<file path="src/rtl/burst_seq_pkg.sv">
`timescale 1ns/1ps
package burst_seq_pkg;

  typedef enum logic [2:0] {
    CYC_IDLE  = 3'd0,
    CYC_DESEL = 3'd1,
    CYC_START = 3'd2,
    CYC_CONT  = 3'd3,
    CYC_SUSP  = 3'd4
  } cyc_e;

  // Low address bits for a given beat: linear adds, interleaved XORs.
  function automatic logic [1:0] seq_lo2(input logic [1:0] start,
                                         input logic [1:0] beat,
                                         input logic       il);
    return il ? (start ^ beat) : (start + beat);
  endfunction

endpackage

</file>
<file path="src/rtl/burst_cycle_decode.sv">
`timescale 1ns/1ps
module burst_cycle_decode
  import burst_seq_pkg::*;
(
  input  logic strb_cpu_n,
  input  logic strb_ctl_n,
  input  logic adv_n,
  input  logic en1_n,
  input  logic en2,
  input  logic en3_n,
  input  logic wr_n,
  output cyc_e kind,
  output logic kind_wr
);

  logic selected;
  logic cpu_taken;

  assign selected  = !en1_n && en2 && !en3_n;
  // The processor strobe only counts while enable 1 is low.
  assign cpu_taken = !strb_cpu_n && !en1_n;

  always_comb begin
    kind    = CYC_IDLE;
    kind_wr = 1'b0;
    if (cpu_taken) begin
      kind    = selected ? CYC_START : CYC_DESEL;
      kind_wr = 1'b0;
    end else if (!strb_ctl_n) begin
      kind    = selected ? CYC_START : CYC_DESEL;
      kind_wr = selected && !wr_n;
    end else begin
      kind    = adv_n ? CYC_SUSP : CYC_CONT;
      kind_wr = !wr_n;
    end
  end

endmodule

</file>
<file path="src/rtl/burst_beat_counter.sv">
`timescale 1ns/1ps
module burst_beat_counter
  import burst_seq_pkg::*;
#(
  parameter int AW = 18
) (
  input  logic          clk,
  input  logic          rst_n,
  input  logic          load,
  input  logic          step,
  input  logic          order_il,
  input  logic [AW-1:0] addr_in,
  output logic [AW-1:0] addr_out
);

  localparam int BW = 2;
  localparam int UW = AW - BW;

  logic [UW-1:0] upper_q;
  logic [BW-1:0] start_q;
  logic [BW-1:0] beat_q;
  logic          il_q;
  logic [BW-1:0] lo;

  always_ff @(posedge clk or negedge rst_n) begin
    if (!rst_n) begin
      upper_q <= '0;
      start_q <= '0;
      beat_q  <= '0;
      il_q    <= 1'b0;
    end else if (load) begin
      upper_q <= addr_in[AW-1:BW];
      start_q <= addr_in[BW-1:0];
      beat_q  <= '0;
      il_q    <= order_il;
    end else if (step) begin
      beat_q  <= beat_q + BW'(1);
    end
  end

  assign lo       = seq_lo2(start_q, beat_q, il_q);
  assign addr_out = {upper_q, lo};

  // in linear order every step adds one to the low bits, with wrap
  p_lin_step_r6: assert property (@(posedge clk) disable iff (!rst_n)
    (step && !load && !il_q) |=> (addr_out[BW-1:0] == BW'($past(addr_out[BW-1:0]) + BW'(1))));

  // a step never touches the upper address bits
  p_upper_step_r10: assert property (@(posedge clk) disable iff (!rst_n)
    (step && !load) |=> $stable(addr_out[AW-1:BW]));

endmodule

</file>
<file path="src/rtl/burst_addr_seq.sv">
`timescale 1ns/1ps
module burst_addr_seq
  import burst_seq_pkg::*;
#(
  parameter int AW = 18
) (
  input  logic          clk,
  input  logic          rst_n,
  input  logic [AW-1:0] addr_in,
  input  logic          strb_cpu_n,
  input  logic          strb_ctl_n,
  input  logic          adv_n,
  input  logic          en1_n,
  input  logic          en2,
  input  logic          en3_n,
  input  logic          wr_n,
  input  logic          order_il,
  output logic [AW-1:0] addr_out,
  output logic [2:0]    cyc_type,
  output logic          cyc_valid,
  output logic          wr_out
);

  localparam int BW = 2;

  cyc_e kind;
  logic kind_wr;
  cyc_e eff_kind;
  logic eff_wr;
  logic open_q;
  cyc_e cyc_q;
  logic wr_q;
  logic do_load, do_step;

  burst_cycle_decode u_dec (
    .strb_cpu_n (strb_cpu_n),
    .strb_ctl_n (strb_ctl_n),
    .adv_n      (adv_n),
    .en1_n      (en1_n),
    .en2        (en2),
    .en3_n      (en3_n),
    .wr_n       (wr_n),
    .kind       (kind),
    .kind_wr    (kind_wr)
  );

  // Continue/suspend with no open burst collapses to idle.
  always_comb begin
    eff_kind = kind;
    eff_wr   = kind_wr;
    if ((kind == CYC_CONT || kind == CYC_SUSP) && !open_q) begin
      eff_kind = CYC_IDLE;
      eff_wr   = 1'b0;
    end
  end

  assign do_load = (eff_kind == CYC_START);
  assign do_step = (eff_kind == CYC_CONT);

  always_ff @(posedge clk or negedge rst_n) begin
    if (!rst_n) begin
      open_q <= 1'b0;
      cyc_q  <= CYC_IDLE;
      wr_q   <= 1'b0;
    end else begin
      cyc_q <= eff_kind;
      wr_q  <= eff_wr;
      if (eff_kind == CYC_START)      open_q <= 1'b1;
      else if (eff_kind == CYC_DESEL) open_q <= 1'b0;
    end
  end

  burst_beat_counter #(.AW(AW)) u_cnt (
    .clk      (clk),
    .rst_n    (rst_n),
    .load     (do_load),
    .step     (do_step),
    .order_il (order_il),
    .addr_in  (addr_in),
    .addr_out (addr_out)
  );

  assign cyc_type  = cyc_q;
  assign cyc_valid = (cyc_q == CYC_START) || (cyc_q == CYC_CONT) || (cyc_q == CYC_SUSP);
  assign wr_out    = wr_q;

  // a selected processor strobe always opens a read burst from addr_in
  p_cpu_read_r2: assert property (@(posedge clk) disable iff (!rst_n)
    (!strb_cpu_n && !en1_n && en2 && !en3_n)
      |=> (cyc_type == 3'd2 && !wr_out && addr_out == $past(addr_in)));

  // a taken strobe without full select gives a deselect
  p_desel_r5: assert property (@(posedge clk) disable iff (!rst_n)
    (!strb_ctl_n && (strb_cpu_n || en1_n) && !(!en1_n && en2 && !en3_n))
      |=> (cyc_type == 3'd1 && !wr_out && $stable(addr_out)));

  // a suspension repeats the previous address
  p_susp_hold_r9: assert property (@(posedge clk) disable iff (!rst_n)
    (cyc_type == 3'd4) |-> $stable(addr_out));

  // upper bits do not move on continuation or suspension
  p_upper_fixed_r10: assert property (@(posedge clk) disable iff (!rst_n)
    (cyc_type == 3'd3 || cyc_type == 3'd4) |-> $stable(addr_out[AW-1:BW]));

  // an idle cycle neither writes nor moves the address
  p_idle_quiet_r12: assert property (@(posedge clk) disable iff (!rst_n)
    (cyc_type == 3'd0) |-> (!wr_out && $stable(addr_out)));

endmodule

</file>
<file path="config.mk">
export PLATFORM = sky130hd
export DESIGN_NAME = burst_addr_seq
export DESIGN_NICKNAME = d
export VERILOG_FILES = /design/src/rtl/burst_seq_pkg.sv /design/src/rtl/burst_cycle_decode.sv /design/src/rtl/burst_beat_counter.sv /design/src/rtl/burst_addr_seq.sv
export SDC_FILE = /design/constraint.sdc
export NUM_CORES = 1
export LEC_CHECK = 0
export BUFFER_PORTS_ARGS = -buffer_cell sky130_fd_sc_hd__buf_2
export CORE_ASPECT_RATIO = 1.4
export CORE_MARGIN = 8
export CORE_UTILIZATION = 30
export DETAILED_ROUTE_END_ITERATION = 7
export PLACE_DENSITY = 0.6
export SYNTH_ARGS = -nofsm -noshare
export SYNTH_HDL_FRONTEND = slang
export SYNTH_SLANG_ARGS = --single-unit
</file>
<file path="constraint.sdc">
create_clock -name clk -period 3.4 [get_ports clk]
set_clock_uncertainty 0.15 [all_clocks]
set_input_delay 0.17 -clock clk [delete_from_list [all_inputs] [get_ports clk]]
set_output_delay 0.17 -clock clk [all_outputs]
set_load 0.01 [all_outputs]
</file>
==> impl_metrics.yaml, run 1 <==
worst_setup_path:
  cp.arrival_ns: 1.95
  worst-path-max-fanout: 21
  end_kind: "register"
  crit_path_start_kind: "input port"
  r2r-start: "open_q"
  rr_worst_depth: 3
  ff2ff_setup_slack_ns: 2.14
  r2r_end: "u_cnt.beat_q[1]"
  crit_type: "input port to register"
  required_ns: 3.40
grt:
  antenna_found_initial: 0
  grt_first_pass_wirelength_um: 3880
  first_global_vias: 875
  grt-ovfl-total: 0
  grt_max_degree: 27
  grt_usage_pct: 8.44
synthesis:
  synthMuxAreaShare_pct: 25.3
  synth_compound_area_share_pct: 4.34
  ys_warn_count: 0
  synthDistinctLibCells: 23
  yosys.area_share.simple_pct: 7.23
  synth_fp_nets: 104
  synth_fa_ha_area_share_pct: 1.11
  synth_cells: 75
  ys_seq_area_share_pct: 57.8
  syn_area_sq_mm: 0.00112
  synthXorXnorAreaFrac_pct: 1.56
  synth-seq-cells: 26
  avgSynthCellArea_sq_um: 15.0
  synth_top_family_by_area: "multiplexers"
timing:
  hold_viol_final: 0
  fin_setup_tns_ns: 0
  period_needed_ns: 1.95
  min_period_over_period_pct: 57.2
  maxSlewHeadroom_pct: 56.6
  rsz0062_at_grt: "no"
  drv_slew: 0
  max_freq_mhz: 514
  tightest_slew_ns: 0.651
  setup_violations: 0
  hold_slack_ns: 0.0435
die:
  die-area_sq_mm: 0.00599
  die_w_um: 67.8
  die_h_um: 88.5
  boundaryPins: 51
  start_util_pct: 31.2
  row_count: 26
  fp.coreArea_sq_mm: 0.00361
hold_path:
  worstHoldStart: "adv_n"
  min_path_type: "input port to register"
  hold_depth: 3
  holdPathEnd: "cyc_type[2]"
placed_design:
  place_hpwl_um: 1860
  globalplace.congestion: 0.682
  placed_area_sq_mm: 0.00140
  io_buffers: 50
cells_and_area:
  nNetsFinal: 178
  syn2layout_area_growth_pct: 49.1
  fin_area_sq_mm: 0.00168
  fill_cells: 338
  antenna_cells: 0
  drive_gt1_share_pct: 52.0
cts:
  cts_made_buffers: 3
  clockRootBuffer: "clkbuf_8"
  clock_latency_ns: 0.26
  cts_tree: "built"
  cts_resized: 0
  clk_path_buf_depth: 2
  path_clk_slew_ns: 0.08
  hold_buffers: 22
  htree_levels: 1
  cts.sinks: 26
  cts_setup_buffers: 0
power_and_ir_drop:
  ir_drop_v: 0.000192
  power_switching_uw: 210
  combPwrFrac_pct: 27.5
  leakagePower_nw: 0.878
  seq_power_share_pct: 48.6
  p_clk_share_pct: 23.9
  internal_power_uw: 602
  power_per_cell_area_mw_per_mm2: 484
  swShare_pct: 25.8
detailed_routing:
  drc: 0
  wl_per_cell_um: 12.9
  firstDrtPassIters: 3
  vias: 841
  drtAntennaViolNets: 0
  routed_wl_um: 2460
  drt-initial-drc-count: 19
  via_per_inst: 4.43
job:
  maxCapViolations: 0
status:
  status: "complete, no violations"
synth_stat cells:
library cell,count,area (sq um)
a21oi_1,3,15.0
clkbuf_1,1,3.75
nor2b_1,1,6.26
a31o_2,1,8.76
mux2i_1,1,10.0
ha_1,1,12.5
o211ai_2,1,12.5
mux2_2,3,33.8
o21ai_0,1,5.00
or3_1,1,6.26
nor3_1,1,5.00
xnor2_1,2,17.5
and3_1,1,6.26
nand2b_1,3,18.8
nand2_1,4,15.0
inv_1,1,3.75
nor2_1,2,7.51
buf_6,2,22.5
a211oi_1,1,7.51
dfrtp_1,26,651
nand3_2,1,10.0
mux2_4,16,240
nor2_2,1,6.26
through the flow:
| step | setup WS [ns] | utilization [%] | instances | total power [mW] |
|---|---|---|---|---|
| after floorplan | 2.15 | - | 75 | 0.519 |
| after global placement | 1.69 | 38.8 | 164 | 0.603 |
| after detailed placement | 1.64 | 38.8 | 164 | 0.609 |
| after CTS | 1.43 | 46.4 | 190 | 0.829 |
| after global routing | 1.33 | 46.4 | 190 | 0.859 |
| final | 1.45 | 46.4 | 190 | 0.812 |
routing by layer:
layer / global-route usage, % / routed length [um] / vias up / part of all wire (%)
li1: - / - / 405 / -
met1: 9.58 / 995 / 401 / 41
met2: 13.6 / 1210 / 31 / 49
met3: 1.90 / 183 / 4 / 7.5
met4: 5.73 / 61 / 0 / 2.5
met5: 0 / 0 / - / 0
state kept, by name, summed over array words and instances (netlist names):
| signal | cells |
|---|---|
| u_cnt.upper_q | 16 |
| cyc_type | 3 |
| u_cnt.start_q | 2 |
| u_cnt.beat_q | 2 |
| u_cnt.il_q | 1 |
| open_q | 1 |
| wr_out | 1 |
worst max-delay path by stage:
stage                                from           endpoint  slack (ns)  cells after the start
after floorplan           u_cnt.beat_q[0]        addr_out[1]        2.15                      3
after global placement              en1_n  u_cnt.upper_q[11]        1.69                      4
after detailed placement            en1_n   u_cnt.upper_q[7]        1.64                      4
after CTS                      strb_ctl_n   u_cnt.upper_q[7]        1.43                      5
after global routing           strb_ctl_n   u_cnt.upper_q[7]        1.33                      5
final                          strb_ctl_n   u_cnt.upper_q[3]        1.45                      5
power groups by stage:
| stage | sequential, mW | clock (mW) | combinational (mW) |
|---|---|---|---|
| after CTS | 0.395 | 0.205 | 0.229 |
| after floorplan | 0.419 | 0 | 0.101 |
| after global routing | 0.403 | 0.215 | 0.241 |
| final | 0.394 | 0.194 | 0.223 |
| after global placement | 0.398 | 0 | 0.205 |
| after detailed placement | 0.400 | 0 | 0.210 |
critical path, cell delays in order:
cell           delay [ns]
dlygate4sd3_1        0.53
buf_2                0.15
nand2_1              0.08
nand3_2              0.51
mux2_4               0.50
layout by cell type, fill, tap and decap left out:
cell type	n
mux2_2	3
or3_1	1
a211oi_1	1
dlygate4sd3_1	22
dfrtp_1	26
nand2_1	4
nor2b_1	1
a21oi_1	3
mux2i_1	1
mux2_4	16
nor2_1	2
xnor2_1	2
and3_1	1
o211ai_2	1
a31o_2	1
nand3_2	1
o21ai_0	1
inv_1	1
buf_2	50
nor2_2	1
ha_1	1
nand2b_1	3
nor3_1	1
clkbuf_8	4
area by class of cell:
cell class | count | area [sq um] | share of cell area (%)
Clock buffer | 4 | 55.1 | 3.28
Inverter | 1 | 3.75 | 0.224
Multi-Input combinational cell | 45 | 444 | 26.5
Sequential cell | 26 | 651 | 38.8
Tap cell | 42 | 52.6 | 3.13
Timing Repair Buffer | 72 | 470 | 28.1
cell families after synthesis:
logic type,Yosys count
adders and majority gates,1
AOI/OAI and AO/OA,7
buffers and inverters,4
xor gates and xnor gates,2
and+or+nand+nor,15
muxes,20
DFF,26
Note: power is estimated with default switching activity, not from simulation.
==> run 2: changes to the inputs <==
clock period = 1.9 ns   (was 3.4 ns; I/O delays follow)
==> run 2 against run 1 <==
Effect of this change: via count is 2.9% higher; sequential power is 79% higher; combinational power is 83% higher; first-iteration DRC count is 63% higher; clock power is 80% higher; core utilization is 1.2 points higher; power is 80% higher; count of clock-buffer cells in the layout stayed put; critical path depth is 2 higher; critical path type unchanged; largest cell class unchanged.
==> impl_metrics.yaml, run 2 (synthesis gave the netlist of run 1 again) <==
cells_and_area:
  drive_gt1_share_pct: 52.6
  syn2layout_area_growth_pct: 52.9
  nNetsFinal: 182
  layout_common_cells: "buf_2, dfrtp_1, dlygate4sd3_1, mux2_4"
  antenna_cells: 0
  multi_input_area_sq_um: 449
  seq_area_sq_um: 651
  top_register: "u_cnt.upper_q"
  fill_cells: 336
  layout_commonest_cell: "buf_2"
  largest_reg_flops: 16
cts:
  cts_made_buffers: 3
  htree_levels: 1
  path_clk_slew_ns: 0.08
  clockRootBuffer: "clkbuf_8"
  cts.sinks: 26
  cts_setup_buffers: 0
  clock_latency_ns: 0.26
  cts_tree: "built"
  clk_path_buf_depth: 2
timing:
  setup_violations: 0
  hold_slack_ns: 0.0483
  rsz0062_at_grt: "no"
  max_freq_mhz: 557
  tightest_slew_ns: 0.581
  min_period_over_period_pct: 94.5
  hold_viol_final: 0
  period_needed_ns: 1.80
  maxSlewHeadroom_pct: 61.3
  drv_slew: 0
  fin_setup_tns_ns: 0
die:
  die_h_um: 88.5
  die_w_um: 67.8
  row_count: 26
  fp.coreArea_sq_mm: 0.00361
  boundaryPins: 51
  die-area_sq_mm: 0.00599
  start_util_pct: 31.2
status:
  status: "complete, no violations"
worst_setup_path:
  required_ns: 1.96
  crit_path_start_kind: "input port"
  r2r-start: "open_q"
  path_cells: "dlygate4sd3_1, buf_2, nand2_1, nand3_2, buf_6, a211oi_2, dlygate4sd3_1"
  cp.arrival_ns: 1.85
  critical_path.top_delay_family: "buffers and inverters"
  crit_type: "input port to register"
  worst-path-max-fanout: 10
  end_kind: "register"
  critPathSlowestCell: "dlygate4sd3_1"
  ff2ff_setup_slack_ns: 0.47
  crit_start: "strb_ctl_n"
  cp.buffers_inverters: 4
  cp_common_cell: "dlygate4sd3_1"
  cpPeakStageDelay_ns: 0.56
grt:
  grtUsageMet1_pct: 9.49
  grt_use_met3_pct: 2.28
  grt_max_degree: 27
  grt-ovfl-total: 0
  grt_usage_pct: 9.15
  grt_first_pass_wirelength_um: 4240
  first_global_vias: 948
  use_met2_pct: 16.1
  antenna_found_initial: 0
  grt-busiest-layer: "met2"
detailed_routing:
  drtAntennaViolNets: 0
  drc: 0
  vias: 865
  routed_wl_um: 2580
  via_per_inst: 4.46
  drt-initial-drc-count: 31
  wl_per_cell_um: 13.3
  firstDrtPassIters: 4
placed_design:
  globalplace.congestion: 0.711
  place_hpwl_um: 1900
  io_buffers: 50
power_and_ir_drop:
  swShare_pct: 26.0
  p_clk_share_pct: 24.0
  internal_power_mw: 1.08
  leakagePower_nw: 0.900
  power_per_cell_area_mw_per_mm2: 850
  seq_power_share_pct: 48.2
  p_total_mw: 1.46
  ir_drop_v: 0.000513
  combPwrFrac_pct: 27.8
  power_switching_uw: 380
job:
  maxCapViolations: 0
hold_path:
  min_path_type: "input port to register"
  worstHoldStart: "strb_cpu_n"
[run 2: cell types whose count changed in the layout (fill, tap and decap cells not counted), sizes merged]
cell	delta
dlygate4sd3	+2
buf	+2
[run 2: final timing paths]
kind                                     end  cells after the start
max in group asynchronous  u_cnt.upper_q[10]                      2
setup reg to reg                      wr_out                      3
hold / removal                        open_q                      3
min in group asynchronous   u_cnt.upper_q[1]                      2
setup / recovery                      wr_out                      7
hold reg to reg            u_cnt.upper_q[13]                      1
[run 2: worst reg2reg max path: stages (launching register included)]
cell and delay [ns]:
dfrtp_1 0.39, nand2_1 0.08, a211oi_2 0.20, dlygate4sd3_1 0.56
[run 2: cell type report]
type	instances	area share, %
Sequential cell	26	37.8
Clock buffer	4	3.20
Multi-Input combinational cell	45	26.1
Inverter	1	0.218
Timing Repair Buffer	76	29.6
Tap cell	42	3.05
[run 2: power groups by stage]
stage	Sequential [mW]	Clock [mW]	Combinational, mW
6_report	0.705	0.350	0.407
2_1_floorplan	0.749	0	0.180
3_3_place_gp	0.710	0	0.371
5_1_grt	0.721	0.388	0.441
4_1_cts	0.707	0.364	0.413
3_5_place_dp	0.714	0	0.378
[run 2: routing by layer]
layer  wire (um)  up-vias
li1            -      412
met1         960      415
met2        1340       34
met3         222        4
met4          52        0
met5           0        -
[run 2: through the flow]
stage | instance area (sq um) | worst slack, ns | utilization (%) | std cells
floorplan | 1120 | 0.721 | - | 75
global placement | 1420 | 0.668 | 39.2 | 166
detailed placement | 1420 | 0.632 | 39.2 | 166
CTS | 1710 | 0.0450 | 47.4 | 194
global route | 1720 | 0.0175 | 47.6 | 194
finish | 1720 | 0.104 | 47.6 | 194
[run 2: repair_timing]
action | 4_1_cts | 5_1_grt
setup endpoints to repair | 0 | 1
hold buffers | 24 | 0
gates resized for setup | 0 | 2
hold endpoints to repair | 48 | 0
